**src/rtl/cfg_window_pkg.sv**
```systemverilog
`timescale 1ns/1ps
package cfg_window_pkg;
  localparam int unsigned DATA_W = 32;
  localparam int unsigned BE_W   = DATA_W / 8;

  localparam logic [11:0] OFF_PTR  = 12'h0F8;
  localparam logic [11:0] OFF_WIN  = 12'h0FC;
  localparam logic [11:0] OFF_BASE = 12'h100;

  localparam logic [DATA_W-1:0] HDR_VAL  = 32'h0001_0002;
  localparam logic [DATA_W-1:0] PCAP_VAL = 32'h0000_0400;
  localparam int unsigned NUM_RO = 2;

  typedef enum logic [1:0] {
    TGT_NONE = 2'd0,
    TGT_PTR  = 2'd1,
    TGT_REG  = 2'd2
  } tgt_kind_e;

  function automatic logic [DATA_W-1:0] be_mask(logic [BE_W-1:0] be);
    logic [DATA_W-1:0] m;
    m = '0;
    for (int b = 0; b < BE_W; b++) if (be[b]) m[8*b +: 8] = 8'hFF;
    return m;
  endfunction

  function automatic logic [DATA_W-1:0] be_merge(logic [DATA_W-1:0] old_v,
                                                 logic [DATA_W-1:0] new_v,
                                                 logic [BE_W-1:0]   be);
    logic [DATA_W-1:0] r;
    r = old_v;
    for (int b = 0; b < BE_W; b++) if (be[b]) r[8*b +: 8] = new_v[8*b +: 8];
    return r;
  endfunction
endpackage

```
**src/rtl/cfg_window_redirect.sv**
```systemverilog
`timescale 1ns/1ps
module cfg_window_redirect
  import cfg_window_pkg::*;
#(
  parameter int unsigned ADDR_W  = 12,
  parameter int unsigned NUM_SCR = 4,
  parameter bit          IS_MGT  = 1'b0,
  localparam int unsigned NUM_REG = NUM_RO + NUM_SCR,
  localparam int unsigned IDX_W   = $clog2(NUM_REG)
) (
  input  logic [ADDR_W-1:0] addr_i,
  input  logic [ADDR_W-1:0] ptr_i,
  output tgt_kind_e         kind_o,
  output logic [IDX_W-1:0]  idx_o
);
  localparam logic [ADDR_W-1:0] A_PTR  = ADDR_W'(OFF_PTR);
  localparam logic [ADDR_W-1:0] A_WIN  = ADDR_W'(OFF_WIN);
  localparam logic [ADDR_W-1:0] A_BASE = ADDR_W'(OFF_BASE);
  localparam logic [ADDR_W-1:0] A_LIM  = ADDR_W'(OFF_BASE) + ADDR_W'(4 * NUM_REG);

  logic [ADDR_W-1:0] dw_addr;
  logic [ADDR_W-1:0] eff;
  logic [ADDR_W-1:0] rel;
  logic              via_win;

  assign dw_addr = {addr_i[ADDR_W-1:2], 2'b00};
  assign via_win = (dw_addr == A_WIN);
  assign eff     = via_win ? ptr_i : dw_addr;
  assign rel     = eff - A_BASE;

  always_comb begin
    kind_o = TGT_NONE;
    idx_o  = '0;
    if (via_win && IS_MGT) begin
      kind_o = TGT_NONE;
    end else if (eff == A_WIN) begin
      kind_o = TGT_NONE;
    end else if (eff == A_PTR) begin
      kind_o = TGT_PTR;
    end else if (eff >= A_BASE && eff < A_LIM) begin
      kind_o = TGT_REG;
      idx_o  = rel[IDX_W+1:2];
    end
  end
endmodule

```
**src/rtl/cfg_window_ptr.sv**
```systemverilog
`timescale 1ns/1ps
module cfg_window_ptr
  import cfg_window_pkg::*;
#(
  parameter int unsigned ADDR_W = 12
) (
  input  logic              clk_i,
  input  logic              rst_ni,
  input  logic              we_i,
  input  logic [BE_W-1:0]   be_i,
  input  logic [DATA_W-1:0] wdata_i,
  output logic [ADDR_W-1:0] ptr_o
);
  logic [ADDR_W-1:0] ptr_q;
  logic [DATA_W-1:0] merged;

  assign merged = be_merge(DATA_W'(ptr_q), wdata_i, be_i);

  always_ff @(posedge clk_i or negedge rst_ni) begin
    if (!rst_ni)   ptr_q <= '0;
    else if (we_i) ptr_q <= {merged[ADDR_W-1:2], 2'b00};
  end

  assign ptr_o = ptr_q;

  p_ptr_align_r9: assert property (@(posedge clk_i) disable iff (!rst_ni)
    ptr_q[1:0] == 2'b00);
  p_ptr_hold_r4: assert property (@(posedge clk_i) disable iff (!rst_ni)
    !we_i |=> $stable(ptr_q));
endmodule

```
**src/rtl/cfg_window_regfile.sv**
```systemverilog
`timescale 1ns/1ps
module cfg_window_regfile
  import cfg_window_pkg::*;
#(
  parameter int unsigned NUM_SCR = 4,
  parameter int unsigned NRD     = 2,
  localparam int unsigned NUM_REG = NUM_RO + NUM_SCR,
  localparam int unsigned IDX_W   = $clog2(NUM_REG)
) (
  input  logic              clk_i,
  input  logic              rst_ni,
  input  logic              we_i,
  input  logic [IDX_W-1:0]  widx_i,
  input  logic [BE_W-1:0]   be_i,
  input  logic [DATA_W-1:0] wdata_i,
  input  logic [IDX_W-1:0]  ridx_i  [NRD],
  output logic [DATA_W-1:0] rdata_o [NRD]
);
  logic [NUM_SCR-1:0][DATA_W-1:0] scr_q;

  for (genvar i = 0; i < NUM_SCR; i++) begin : g_scr
    always_ff @(posedge clk_i or negedge rst_ni) begin
      if (!rst_ni)
        scr_q[i] <= '0;
      else if (we_i && widx_i == IDX_W'(i + NUM_RO))
        scr_q[i] <= be_merge(scr_q[i], wdata_i, be_i);
    end
  end

  for (genvar r = 0; r < NRD; r++) begin : g_rd
    always_comb begin
      rdata_o[r] = '0;
      if (ridx_i[r] == IDX_W'(0)) rdata_o[r] = HDR_VAL;
      else if (ridx_i[r] == IDX_W'(1)) rdata_o[r] = PCAP_VAL;
      for (int i = 0; i < NUM_SCR; i++)
        if (ridx_i[r] == IDX_W'(i + NUM_RO)) rdata_o[r] = scr_q[i];
    end
  end

  // read-only slots never disturb scratch state
  p_ro_write_r7: assert property (@(posedge clk_i) disable iff (!rst_ni)
    (we_i && widx_i < IDX_W'(NUM_RO)) |=> $stable(scr_q));
  p_idle_hold_r10: assert property (@(posedge clk_i) disable iff (!rst_ni)
    !we_i |=> $stable(scr_q));
endmodule

```
**src/rtl/cfg_window.sv**
```systemverilog
`timescale 1ns/1ps
module cfg_window
  import cfg_window_pkg::*;
#(
  parameter int unsigned ADDR_W  = 12,
  parameter int unsigned NUM_SCR = 4
) (
  input  logic              clk_i,
  input  logic              rst_ni,
  input  logic              hst_req_i,
  input  logic              hst_we_i,
  input  logic [ADDR_W-1:0] hst_addr_i,
  input  logic [3:0]        hst_be_i,
  input  logic [31:0]       hst_wdata_i,
  output logic [31:0]       hst_rdata_o,
  input  logic              mgt_req_i,
  input  logic              mgt_we_i,
  input  logic [ADDR_W-1:0] mgt_addr_i,
  input  logic [3:0]        mgt_be_i,
  input  logic [31:0]       mgt_wdata_i,
  output logic [31:0]       mgt_rdata_o
);
  localparam int unsigned NPORT   = 2;
  localparam int unsigned NUM_REG = NUM_RO + NUM_SCR;
  localparam int unsigned IDX_W   = $clog2(NUM_REG);

  logic [NPORT-1:0]  prt_req, prt_we;
  logic [ADDR_W-1:0] prt_addr  [NPORT];
  logic [BE_W-1:0]   prt_be    [NPORT];
  logic [DATA_W-1:0] prt_wdata [NPORT];
  logic [DATA_W-1:0] prt_rdata [NPORT];
  tgt_kind_e         prt_kind  [NPORT];
  logic [IDX_W-1:0]  prt_idx   [NPORT];
  logic [DATA_W-1:0] rf_rdata  [NPORT];

  logic [ADDR_W-1:0] ptr;

  assign prt_req      = {mgt_req_i, hst_req_i};
  assign prt_we       = {mgt_we_i, hst_we_i};
  assign prt_addr[0]  = hst_addr_i;
  assign prt_addr[1]  = mgt_addr_i;
  assign prt_be[0]    = hst_be_i;
  assign prt_be[1]    = mgt_be_i;
  assign prt_wdata[0] = hst_wdata_i;
  assign prt_wdata[1] = mgt_wdata_i;
  assign hst_rdata_o  = prt_rdata[0];
  assign mgt_rdata_o  = prt_rdata[1];

  // single write per cycle, host first
  logic      wr_host, wr_mgt, wr_any, wsel;
  tgt_kind_e w_kind;

  assign wr_host = hst_req_i && hst_we_i;
  assign wr_mgt  = mgt_req_i && mgt_we_i && !hst_req_i;
  assign wr_any  = wr_host || wr_mgt;
  assign wsel    = !wr_host;
  assign w_kind  = prt_kind[wsel];

  cfg_window_ptr #(.ADDR_W(ADDR_W)) u_ptr (
    .clk_i   (clk_i),
    .rst_ni  (rst_ni),
    .we_i    (wr_any && w_kind == TGT_PTR),
    .be_i    (prt_be[wsel]),
    .wdata_i (prt_wdata[wsel]),
    .ptr_o   (ptr)
  );

  cfg_window_regfile #(.NUM_SCR(NUM_SCR), .NRD(NPORT)) u_rf (
    .clk_i   (clk_i),
    .rst_ni  (rst_ni),
    .we_i    (wr_any && w_kind == TGT_REG),
    .widx_i  (prt_idx[wsel]),
    .be_i    (prt_be[wsel]),
    .wdata_i (prt_wdata[wsel]),
    .ridx_i  (prt_idx),
    .rdata_o (rf_rdata)
  );

  for (genvar p = 0; p < NPORT; p++) begin : g_port
    logic [DATA_W-1:0] raw;
    logic [DATA_W-1:0] rdata_q;

    cfg_window_redirect #(
      .ADDR_W (ADDR_W),
      .NUM_SCR(NUM_SCR),
      .IS_MGT (p == 1)
    ) u_redir (
      .addr_i (prt_addr[p]),
      .ptr_i  (ptr),
      .kind_o (prt_kind[p]),
      .idx_o  (prt_idx[p])
    );

    always_comb begin
      case (prt_kind[p])
        TGT_PTR: raw = DATA_W'(ptr);
        TGT_REG: raw = rf_rdata[p];
        default: raw = '0;
      endcase
    end

    always_ff @(posedge clk_i or negedge rst_ni) begin
      if (!rst_ni)
        rdata_q <= '0;
      else if (prt_req[p] && !prt_we[p])
        rdata_q <= raw & be_mask(prt_be[p]);
    end

    assign prt_rdata[p] = rdata_q;
  end

  logic [ADDR_W-1:0] hst_dw, mgt_dw;
  assign hst_dw = {hst_addr_i[ADDR_W-1:2], 2'b00};
  assign mgt_dw = {mgt_addr_i[ADDR_W-1:2], 2'b00};

  p_mgt_win_zero_r6: assert property (@(posedge clk_i) disable iff (!rst_ni)
    (mgt_req_i && !mgt_we_i && mgt_dw == ADDR_W'(OFF_WIN)) |=> mgt_rdata_o == '0);
  p_win_self_r4: assert property (@(posedge clk_i) disable iff (!rst_ni)
    (hst_req_i && !hst_we_i && hst_dw == ADDR_W'(OFF_WIN) && ptr == ADDR_W'(OFF_WIN))
    |=> hst_rdata_o == '0);
  p_oob_zero_r10: assert property (@(posedge clk_i) disable iff (!rst_ni)
    (hst_req_i && !hst_we_i && prt_kind[0] == TGT_NONE) |=> hst_rdata_o == '0);
  p_hdr_read_r7: assert property (@(posedge clk_i) disable iff (!rst_ni)
    (hst_req_i && !hst_we_i && hst_dw == ADDR_W'(OFF_BASE) && hst_be_i == 4'hF)
    |=> hst_rdata_o == HDR_VAL);
  p_host_prio_r11: assert property (@(posedge clk_i) disable iff (!rst_ni)
    (hst_req_i && !(hst_we_i && prt_kind[0] == TGT_PTR) && mgt_req_i && mgt_we_i
     && prt_kind[1] == TGT_PTR) |=> $stable(ptr));
  p_rdata_hold_r12: assert property (@(posedge clk_i) disable iff (!rst_ni)
    !(hst_req_i && !hst_we_i) |=> $stable(hst_rdata_o));
endmodule

```
**config.mk**
```make
export PLATFORM = sky130hd
export DESIGN_NAME = cfg_window
export DESIGN_NICKNAME = d
export VERILOG_FILES = /design/src/rtl/cfg_window_pkg.sv /design/src/rtl/cfg_window_redirect.sv /design/src/rtl/cfg_window_ptr.sv /design/src/rtl/cfg_window_regfile.sv /design/src/rtl/cfg_window.sv
export SDC_FILE = /design/constraint.sdc
export NUM_CORES = 1
export LEC_CHECK = 0
export BUFFER_PORTS_ARGS = -buffer_cell sky130_fd_sc_hd__buf_2
export CAP_MARGIN = 25
export CORE_MARGIN = 3
export CORE_UTILIZATION = 60
export CTS_CLUSTER_SIZE = 24
export DETAILED_ROUTE_END_ITERATION = 8
export GPL_TIMING_DRIVEN = 0
export PLACE_DENSITY = 0.84
export SLEW_MARGIN = 20
export SYNTH_ARGS = -nofsm -noshare
export SYNTH_HDL_FRONTEND = slang
export SYNTH_HIERARCHICAL = 1
export SYNTH_SLANG_ARGS = --single-unit
```
**constraint.sdc**
```tcl
create_clock -name clk_i -period 5.4 [get_ports clk_i]
set_clock_uncertainty 0.15 [all_clocks]
set_input_delay 0.54 -clock clk_i [delete_from_list [all_inputs] [get_ports clk_i]]
set_output_delay 0.54 -clock clk_i [all_outputs]
set_load 0.02 [all_outputs]
```
==> flow_summary_export.csv <==
group,metric,value,unit
worst_setup_path,cp-start-kind,"flop",
routing,drt_pass1_iterations,5,
synthesis,yosys_warnings,6,
synthesis,synthFlopType,"dfrtp_1",
die,die_w,140,um
worst_setup_path,cpMaxStageDelayCell,"nor3_1",
grt,grt_max_degree,103,
placed_design,dp_hpwl,20000,um
worst_setup_path,path_buf_inv,1,
power_and_ir_drop,power.density,252,nW/um^2
synthesis,synth_area_leaders,"dfrtp_1 47%, mux2_2 14%, mux2i_1 11%, mux2_4 4.5%, o22ai_1 3.8%",
clock_tree,cts_root_buffer,"clkbuf_16",
final_layout,final_util,0.725,
synthesis,post_synth.cell_area_avg,12.5,sq um
worst_setup_path,end_kind,"flop",
placed_design,port_buffers,161,
routing,antenna_left,0,
worst_setup_path,cp_data_arrival_time,4.04,ns
final_layout,syn_to_final_growth,17.5,%
synthesis,syn_area,10800,sq um
timing,post-route-period-util,0.707,
timing,clock.fmax,262,MHz
synthesis,synth-edff-count,0,
synthesis,synth_common_cells,"202 x dfrtp_1, 136 x mux2_2, 116 x mux2i_1",
clock_tree,clkLatencyLatePin,0.50,ns
timing,setup_violations,0,
synthesis,yosys.area.top_type_share,0.468,
grt,grt_pass1_wl,45400,um
synthesis,yosysMostFrequentCell,"dfrtp_1",
timing,period_needed,3.82,ns
worst_setup_path,worstSetupPathType,"flop to flop",
routing,drtIter0Drc,723,
synthesis,synth_seq_cells,202,
synthesis,synth_top_cell_by_area,"dfrtp_1",
final_layout,drive_gt1_frac,0.410,
clock_tree,clkTransAtPathRegs,0.07,ns
synthesis,async_flop_share,1.00,
die,initial_core_util,0.617,
synthesis,synthCells,861,
final_layout,diodes,0,
hold_path,min_path_type,"primary input to flop",
die,core_area,17500,sq um
routing,via_count,8331,
grt,first_global_vias,8514,
worst_setup_path,cp_max_fo,10,
placed_design,routabilityCongestion,0.918,
grt,antenna_found_initial,0,
worst_setup_path,cp_cell_sequence,"or4b_1 -> nor4_1 -> o22ai_2 -> nor3_1 -> nand2b_1 -> clkbuf_1 -> o22ai_1 -> a22oi_1 -> o21ai_2",
job,max-cap-violations,0,
routing,wl_per_cell,22.6,um
routing,vias_per_cell,6.47,
final_layout,nets,1155,
outcome,status,"complete, no violations",
timing,hold_viol_final,0,
routing,route.detailed.drc,0,
power_and_ir_drop,ir_worst_vdd,0.243,mV
clock_tree,clkSinkCount,202,
die,fp.dieH,140,um
clock_tree,cts_max_path_buffers,3,
power_and_ir_drop,leakagePower,5.82,nW
routing,drt_wl_total,29200,um
die,die_area,19600,sq um
die,fp-row-count,48,
clock_tree,htree_levels,1,
clock_tree,post_cts_buffers,0,
synthesis,yosys.cell_types.count,57,
grt,groute.usage.overall,0.290,
timing,setup-tns-final,0,ns
synthesis,ys_seq_area_frac,0.468,
timing,tightestPinTransition,0.938,ns
grt,grt-ovfl-total,0,
clock_tree,cts_tree,"yes",
die,ios,166,
timing,slew_violations,0,
worst_setup_path,max_stage_delay,0.77,ns
clock_tree,cts_inserted_buffers,21,
timing,rsz0062_at_grt,"false",
worst_setup_path,critPathRequiredTime,5.63,ns
timing,slew_headroom,0.369,
worst_setup_path,cp_top_family,"simple AND/OR/NAND/NOR gates",
cells in the final DEF, fill, tap and decap left out, types with 4 or more instances in the layout:
cell	instances
nor4_1	5
nand2_2	8
a22o_1	40
a21oi_1	5
clkbuf_1	21
buf_2	183
o22ai_1	65
nand2_4	4
clkbuf_8	4
clkbuf_16	21
a22oi_1	24
o21ai_1	8
o21ai_0	9
nor3_1	5
mux2_2	136
inv_1	15
nor2_1	8
o21ai_2	8
ha_1	4
nand2b_1	7
buf_6	4
nand2_1	40
buf_4	8
nand2_8	4
mux2_4	32
mux2i_1	116
dfrtp_1	202
nor2b_1	5
mux2_1	11
flip-flops by register name, indices dropped and copies added, names as in the netlist:
| signal | cells |
|---|---|
| hst_rdata_o | 32 |
| u_ptr/ptr_o | 10 |
| mgt_rdata_o | 32 |
| u_rf/scr_q | 128 |
final cells by class:
type	instances	area, sq um
timing repair buffer	164	881
sequential	202	5050
inverter	15	56.3
multi-input combinational	593	5400
buffer	52	284
clock inverter	8	123
clock buffer	29	596
fill	1217	4800
tap	225	282
power by group:
| part | leakage, nW | internal, W | switching (W) |
|---|---|---|---|
| registers | 2.82 | 0.00151 | 0.000000851 |
| clock network | 0.355 | 0.000916 | 0.000590 |
| logic | 2.64 | 0.0000666 | 0.000111 |
stage by stage:
step                      cell area, sq um  hold slack, ns  setup slack (ns)  std cells  total power (W)
after floorplan                      10800          0.0944              2.17        862          0.00162
after global placement               11900           0.307             0.339       1248          0.00171
after detailed placement             11900           0.249              1.46       1250          0.00172
after CTS                            12700           0.283              1.69       1288          0.00322
after global routing                 12700           0.309              1.52       1288          0.00329
final                                12700           0.295              1.58       1288          0.00320
cell families (layout without fill, tap and decap cells):
kind of cell / after synthesis / in the layout / share of synthesized area
buffers and inverters: 67 / 268 / 0.0315
AO/OA/AOI/OAI: 176 / 176 / 0.119
adder cells (fa/ha/maj): 4 / 4 / 0.00464
multiplexers: 295 / 295 / 0.306
flip-flops: 202 / 202 / 0.468
AND/OR/NAND/NOR: 116 / 116 / 0.0707
other: 1 / 2 / 0.000347
routing by layer:
| layer | vias to the layer above | GRT usage | wire length (um) |
|---|---|---|---|
| li1 | 3636 | - | - |
| met1 | 4166 | 0.395 | 12200 |
| met2 | 426 | 0.470 | 13700 |
| met3 | 103 | 0.0478 | 2230 |
| met4 | 0 | 0.111 | 1060 |
| met5 | - | 0 | 0 |
worst register-to-register path, stage by stage (launching register included):
cell	delay (ns)
dfrtp_1	0.43
or4b_1	0.53
nor4_1	0.25
o22ai_2	0.15
nor3_1	0.77
nand2b_1	0.28
clkbuf_1	0.53
o22ai_1	0.25
a22oi_1	0.27
o21ai_2	0.09
worst paths after layout:
check / start / endpoint / slack, ns / cells past startpoint
min reg2reg: hst_rdata_o[5]$_DFFE_PN0P_ / hst_rdata_o[5]$_DFFE_PN0P_ / 0.33 / 2
max reg2reg: u_ptr/ptr_o[5]$_DFFE_PN0P_ / hst_rdata_o[5]$_DFFE_PN0P_ / 1.58 / 9
max in group asynchronous: rst_ni / hst_rdata_o[17]$_DFFE_PN0P_ / 3.64 / 4
max: u_ptr/ptr_o[5]$_DFFE_PN0P_ / hst_rdata_o[5]$_DFFE_PN0P_ / 1.58 / 9
min: mgt_wdata_i[13] / u_rf/scr_q[77]$_DFFE_PN0P_ / 0.29 / 3
min in group asynchronous: rst_ni / mgt_rdata_o[5]$_DFFE_PN0P_ / 0.32 / 2
timing repair:
action / CTS / global route
endpoints found under the hold margin: 26 / 0
hold buffers: 1 / 0
gates resized for setup: 0 / 0
Power figures use the tool's default switching activity.
